$ cat src/rtl/nmi_port_pkg.sv
package nmi_port_pkg;

  localparam int DATA_W   = 8;
  localparam int CTRL_W   = 4;
  localparam int NUM_SRC  = 2;

  // Control bit positions (decoded by neighbouring logic)
  localparam int CB_TGATE = 0;
  localparam int CB_SPKEN = 1;
  localparam int CB_SERR  = 2;
  localparam int CB_IOCHK = 3;

  // Source indices
  localparam int SRC_SERR  = 0;
  localparam int SRC_IOCHK = 1;

  // Event detect: edge mode fires on a sampled high-to-low transition,
  // level mode fires whenever the active-low input is sampled low.
  function automatic logic src_event(input logic edge_mode,
                                     input logic prev_n,
                                     input logic now_n);
    if (edge_mode) return prev_n & ~now_n;
    return ~now_n;
  endfunction

  // Next status value: disable dominates, then set, else hold.
  function automatic logic stat_next(input logic cur,
                                     input logic dis,
                                     input logic evt);
    if (dis) return 1'b0;
    return cur | evt;
  endfunction

  // Assemble the read word from its parts.
  function automatic logic [DATA_W-1:0] pack_read(input logic serr_st,
                                                  input logic iochk_st,
                                                  input logic tmr2,
                                                  input logic tgl,
                                                  input logic [CTRL_W-1:0] ctrl);
    return {serr_st, iochk_st, tmr2, tgl, ctrl};
  endfunction

endpackage

$ cat src/rtl/sysctl_ctrl_reg.sv
module sysctl_ctrl_reg
  import nmi_port_pkg::*;
#(
  parameter int                 W       = CTRL_W,
  parameter logic [CTRL_W-1:0]  RST_VAL = 4'hF
) (
  input  logic         clk,
  input  logic         rst_n,
  input  logic         wr_hit,
  input  logic [W-1:0] wdata,
  output logic [W-1:0] ctrl_q,
  output logic [W-1:0] ctrl_nxt
);

  always_comb begin
    ctrl_nxt = ctrl_q;
    if (wr_hit) ctrl_nxt = wdata;
  end

  always_ff @(posedge clk or negedge rst_n) begin
    if (!rst_n) ctrl_q <= RST_VAL[W-1:0];
    else        ctrl_q <= ctrl_nxt;
  end

  // Control field only moves on a write
  AST_CTRL_HOLD: assert property (@(posedge clk) disable iff (!rst_n)
    !wr_hit |=> $stable(ctrl_q));

endmodule

$ cat src/rtl/nmi_src_latch.sv
module nmi_src_latch
  import nmi_port_pkg::*;
#(
  parameter bit EDGE_MODE = 1'b1
) (
  input  logic clk,
  input  logic rst_n,
  input  logic src_n,
  input  logic dis_nxt,
  output logic evt,
  output logic stat_q
);

  logic prev_n_q;

  always_ff @(posedge clk or negedge rst_n) begin
    if (!rst_n) prev_n_q <= 1'b1;
    else        prev_n_q <= src_n;
  end

  assign evt = src_event(EDGE_MODE, prev_n_q, src_n);

  always_ff @(posedge clk or negedge rst_n) begin
    if (!rst_n) stat_q <= 1'b0;
    else        stat_q <= stat_next(stat_q, dis_nxt, evt);
  end

  AST_DIS_CLEARS: assert property (@(posedge clk) disable iff (!rst_n)
    dis_nxt |=> !stat_q);

  AST_STICKY: assert property (@(posedge clk) disable iff (!rst_n)
    (stat_q && !dis_nxt) |=> stat_q);

  AST_EVT_SETS: assert property (@(posedge clk) disable iff (!rst_n)
    (evt && !dis_nxt) |=> stat_q);

endmodule

$ cat src/rtl/rfsh_toggle.sv
module rfsh_toggle (
  input  logic clk,
  input  logic rst_n,
  input  logic rfsh_done,
  output logic tgl_q
);

  always_ff @(posedge clk or negedge rst_n) begin
    if (!rst_n)         tgl_q <= 1'b0;
    else if (rfsh_done) tgl_q <= ~tgl_q;
  end

  AST_TGL_FLIPS: assert property (@(posedge clk) disable iff (!rst_n)
    rfsh_done |=> (tgl_q != $past(tgl_q)));

  AST_TGL_HOLDS: assert property (@(posedge clk) disable iff (!rst_n)
    !rfsh_done |=> $stable(tgl_q));

endmodule

$ cat src/rtl/sysctl_nmi_port.sv
module sysctl_nmi_port
  import nmi_port_pkg::*;
#(
  parameter bit                SERR_EDGE  = 1'b1,
  parameter bit                IOCHK_EDGE = 1'b0,
  parameter logic [CTRL_W-1:0] CTRL_RST   = 4'hF
) (
  input  logic              clk,
  input  logic              rst_n,
  input  logic              io_sel,
  input  logic              io_wr,
  input  logic              io_rd,
  input  logic [DATA_W-1:0] io_wdata,
  output logic [DATA_W-1:0] rd_data,
  input  logic              serr_n,
  input  logic              iochk_n,
  input  logic              tmr2_out,
  input  logic              rfsh_done,
  output logic              nmi_req,
  output logic              tmr2_gate,
  output logic              spkr_out
);

  localparam logic [NUM_SRC-1:0] EDGE_SEL = {IOCHK_EDGE, SERR_EDGE};

  logic              wr_hit;
  logic              rd_en;
  logic [CTRL_W-1:0] ctrl_q;
  logic [CTRL_W-1:0] ctrl_nxt;
  logic [NUM_SRC-1:0] src_n;
  logic [NUM_SRC-1:0] src_dis;
  logic [NUM_SRC-1:0] src_evt;
  logic [NUM_SRC-1:0] src_stat;
  logic              tgl_q;
  logic              nmi_q;

  assign wr_hit = io_sel & io_wr;
  assign rd_en  = io_sel & io_rd;

  sysctl_ctrl_reg #(.W(CTRL_W), .RST_VAL(CTRL_RST)) u_ctrl (
    .clk      (clk),
    .rst_n    (rst_n),
    .wr_hit   (wr_hit),
    .wdata    (io_wdata[CTRL_W-1:0]),
    .ctrl_q   (ctrl_q),
    .ctrl_nxt (ctrl_nxt)
  );

  assign src_n[SRC_SERR]    = serr_n;
  assign src_n[SRC_IOCHK]   = iochk_n;
  assign src_dis[SRC_SERR]  = ctrl_nxt[CB_SERR];
  assign src_dis[SRC_IOCHK] = ctrl_nxt[CB_IOCHK];

  for (genvar gi = 0; gi < NUM_SRC; gi++) begin : g_src
    nmi_src_latch #(.EDGE_MODE(EDGE_SEL[gi])) u_latch (
      .clk     (clk),
      .rst_n   (rst_n),
      .src_n   (src_n[gi]),
      .dis_nxt (src_dis[gi]),
      .evt     (src_evt[gi]),
      .stat_q  (src_stat[gi])
    );
  end

  rfsh_toggle u_tgl (
    .clk       (clk),
    .rst_n     (rst_n),
    .rfsh_done (rfsh_done),
    .tgl_q     (tgl_q)
  );

  always_ff @(posedge clk or negedge rst_n) begin
    if (!rst_n) nmi_q <= 1'b0;
    else        nmi_q <= |src_stat;
  end

  assign nmi_req   = nmi_q;
  assign tmr2_gate = ctrl_q[CB_TGATE];
  assign spkr_out  = tmr2_out & ctrl_q[CB_SPKEN];
  assign rd_data   = rd_en ? pack_read(src_stat[SRC_SERR], src_stat[SRC_IOCHK],
                                       tmr2_out, tgl_q, ctrl_q)
                           : '0;

  AST_NMI_LAG: assert property (@(posedge clk) disable iff (!rst_n)
    1'b1 |=> (nmi_req == $past(|src_stat)));

  AST_RD_IDLE_ZERO: assert property (@(posedge clk) disable iff (!rst_n)
    !rd_en |-> (rd_data == '0));

  AST_CLEAR_WINS: assert property (@(posedge clk) disable iff (!rst_n)
    (wr_hit && io_wdata[CB_SERR]) |=> !src_stat[SRC_SERR]);

endmodule

$ cat config.mk
export PLATFORM = sky130hd
export DESIGN_NAME = sysctl_nmi_port
export DESIGN_NICKNAME = d
export VERILOG_FILES = /design/src/rtl/nmi_port_pkg.sv /design/src/rtl/sysctl_ctrl_reg.sv /design/src/rtl/nmi_src_latch.sv /design/src/rtl/rfsh_toggle.sv /design/src/rtl/sysctl_nmi_port.sv
export SDC_FILE = /design/constraint.sdc
export NUM_CORES = 1
export LEC_CHECK = 0
export ABC_AREA = 1
export BUFFER_PORTS_ARGS = -buffer_cell sky130_fd_sc_hd__buf_4
export CAP_MARGIN = 20
export CORE_AREA = 2 2 39 41
export DETAILED_ROUTE_END_ITERATION = 7
export DIE_AREA = 0 0 41 43
export GPL_ROUTABILITY_DRIVEN = 0
export REMOVE_ABC_BUFFERS = 1
export SETUP_SLACK_MARGIN = 0.2
export SLEW_MARGIN = 25
export SYNTH_ARGS = -nofsm -noshare
export SYNTH_HDL_FRONTEND = slang
export SYNTH_SLANG_ARGS = --single-unit
$ cat constraint.sdc
create_clock -name clk -period 1 [get_ports clk]
set_clock_uncertainty 0.1 [all_clocks]
set_input_delay 0.2 -clock clk [delete_from_list [all_inputs] [get_ports clk]]
set_output_delay 0.2 -clock clk [all_outputs]
set_load 0.005 [all_outputs]
==> results <==
- After Yosys synthesis, full adders, half adders and majority gates account for 0% of the synthesized area.
- Prior to clock tree synthesis, the placed netlist has a worst setup slack of -0.07094 ns.
- The class of the tightest hold or removal check is primary input to flop.
- The run finished, with violations left.
- The initial standard-cell utilization of the core is ~29%.
- CTS built an H-tree with a depth of 1.
- By area, the combinational part of the netlist is dominated by simple AND/OR/NAND/NOR gates.
- The total number of yosys warnings is 0.
- 28 I/O pins were placed.
- For this design the static power due to leakage is between 0.4 and 0.5 nW.
- The number of buffers added on ports is 23.
- The type of element launching the critical path is a flop.
- 0 antenna diodes ended up in the layout.
- Setup violations remaining at the end of the flow were counted as 11.
- The power density normalized to cell area is approximately 1500 mW/mm2.
- The number of global-route vias before repair is ~350.
- The power after layout is 0.001209 W.
- The DRC marker count from the first detailed-route iteration is 0.
- Across the run, the number of max-cap violations was 0.
- For the worst-skew pair, the clock arrives at the later sink with an insertion delay of around 0.27 ns.
- The xor and xnor fraction of the mapped netlist area is under 10%.
- After layout, the minimum clock period comes to approximately 1.3 ns.
- The worst supply voltage drop on vdd is 720.3 uV.
- The total via count in the routed design is a little over 400.
- For this run, the detailed router's first-pass iteration total came to 1.
- The area enclosed by the die boundary is roughly 0.0018 mm2.
- The critical path class is flop to output port.
- The period utilization is 134.3%.
- The final number of max-transition violations is 0.
- Data on the critical path is required at its endpoint by roughly 0.7 ns.
- The cell area after technology mapping is 397.9 um2.
- The area fraction in compound gates after synthesis is between 3 and 4%.
- The cell count after synthesis came out at 47.
- Of the cells placed in the final design, the portion with a size suffix greater than 1 is a little under three quarters.
- The maximum fanout encountered on the critical timing path is 2.
- STA classifies the critical path endpoint as an output port.
- dfstp_2 takes more of the synthesized area than any other cell.
- From left edge to right edge, the die measures 41 um.
- In the final design database the tool counted 103 nets.
- The final routed wire length divided by cell count is 9.188 um.
- The area share of the leading cell type in the synthesized netlist is 33.02%.
- Setup slack on the critical path of the routed design comes to -0.3429 ns.
- The final hold violation count is 0.
- The number of design rule violations left after detail routing is 0.
- Clock-pin slew was measured on the worst setup and hold paths at approximately 0.07 ns.
- The final reports fail on setup timing.
- Yosys mapped the design onto 10 distinct sky130hd cell types.
- In the routed layout, each cell is associated on average with a via count of approximately 4.
- Counting along the longest clock path gives a buffer depth of 2.
- The remaining antenna violation count after routing is 0.
- Sorting the synthesized cells by area gives the leading types as dfstp_2 33%, dfrtp_1 25%, inv_1 10%.
- The clock tree from TritonCTS is done.
- In this run the core area contains 14 standard-cell rows.
- The total routing resource utilization after global routing is between 10% and 20%.
- In this run, CTS created clock tree buffers numbering 3.
- The vertical extent of the die is 43 um.
- The core region area is approximately 0.0014 mm2.
- Setup repair after global routing could not meet its margin everywhere.
- The aggregate global routing overflow is 0.
- The sequential-to-total area share from yosys stat is between 50% and 60%.
- CTS saw 9 sinks.
- The share of synthesized cell area in and, or, nand and nor gates is roughly a quarter.
- The measured slew at the worst slew-check pin is around 0.16 ns.
- The average footprint of a synthesized cell is 8.466 um2.
- The total half-perimeter wirelength after legalization and detailed placement is 609.1 um.
- The share of cell area taken by muxes after synthesis is 0%.
- For this run, the top clock speed supported by timing is 0.7447 GHz.
- The relative slew slack is between 80% and 90%.
- The flop and latch count out of synthesis is 9.
- The clock root buffer master is clkbuf_4.
- Data arrives at the worst endpoint at ~1.0 ns.
- The total wire length is approximately 930 um.
- The first-pass GRT wire length is around 1300 um.
- The initial antenna violation count is 0.
- The synthesis-to-finish area growth is 97.48%.
- Entering global routing, the biggest net connects 10 pins.
==> final cells by class <==
class	count	area, um2
Clock buffer	3	22.52
Tap cell	16	20.02
Fill cell	125	598.1
Inverter	11	41.29
Timing Repair Buffer	34	301.5
Multi-Input combinational cell	27	163.9
Clock inverter	1	5.005
Sequential cell	9	231.5
==> synth_stat cells <==
cell type and number:
dfrtp_1 4, a21oi_1 3, nand3_1 2, nor2_2 2, dfstp_2 5, xor2_1 1, nand2_1 5, inv_1 11
nand2_2 3, nor2_1 11
==> layout by cell type, fill, tap and decap left out, types with 3 or more instances in the layout <==
| cell | count |
|---|---|
| buf_4 | 21 |
| buf_6 | 11 |
| nor2_1 | 8 |
| inv_2 | 6 |
| nand2_2 | 6 |
| nor2_2 | 5 |
| inv_1 | 5 |
| dfstp_2 | 5 |
| dfrtp_1 | 4 |
| clkbuf_4 | 3 |
==> per-stage QoR <==
step / cell area (um2) / TNS (ns) / hold slack [ns] / std cells / util [%]
after floorplan: 397.9 / 0 / -0.1956 / 47 / -
after global placement: 613.1 / -0.4343 / -0.07370 / 89 / 44.30
after detailed placement: 613.1 / -0.3745 / -0.07299 / 89 / 44.30
after CTS: 735.7 / -2.511 / 0.001244 / 99 / 53.16
after global routing: 785.8 / -2.834 / 0.01905 / 101 / 56.78
final: 785.8 / -2.485 / 0.007818 / 101 / 56.78
==> registers in the layout, indices dropped and copies added (netlist names) <==
signal / count
g_src.u_latch.prev_n_q: 1
g_src.u_latch.stat_q: 2
nmi_req: 1
u_ctrl.ctrl_q: 4
u_tgl.tgl_q: 1
==> power by group <==
part	internal [W]	total, W	switching [W]
registers	0.000445	0.000486	0.0000410
clock network	0.000148	0.000290	0.000142
logic	0.000279	0.000433	0.000154
total	0.000872	0.00121	0.000337
==> worst max-delay path: stages (launching register included) <==
cell and delay [ns]:
dfstp_2 0.53, inv_2 0.04, nor2_1 0.08, buf_4 0.11
==> what timing repair did <==
action                                  CTS  global route
pin swaps                                 7             7
endpoints found under the hold margin    10             0
setup buffers                             4             2
endpoints found under the setup margin   17            19
hold buffers                              2             0
resized for setup                        15            13
==> layer usage <==
layer	wire (um)	global-route usage (%)	part of all wire, %	up-vias
met4	27	10.00	2.9	0
met5	0	0	0	-
met2	483	18.75	52	18
li1	-	-	-	213
met3	79	3.141	8.5	3
met1	337	11.11	36	180
==> cell families (layout without fill, tap and decap cells) <==
| logic type | after synthesis | count (layout) |
|---|---|---|
| xor+xnor | 1 | 1 |
| buf+inv | 11 | 49 |
| compound gates | 3 | 3 |
| simple gates | 23 | 23 |
| flops | 9 | 9 |
==> final timing paths <==
check / start / end / slack [ns] / depth (start not counted)
max in group asynchronous: rst_n / u_ctrl.ctrl_q[3] / 0.40 / 2
min in group asynchronous: rst_n / u_tgl.tgl_q / 0.19 / 2
min: rfsh_done / u_tgl.tgl_q / 0.008 / 2
max reg2reg: u_ctrl.ctrl_q[1] / u_ctrl.ctrl_q[1] / -0.05 / 4
min reg2reg: g_src[1].u_latch.stat_q / nmi_req / 0.39 / 2
max: u_ctrl.ctrl_q[1] / rd_data[1] / -0.34 / 3
(Power assumes the default switching activity.)
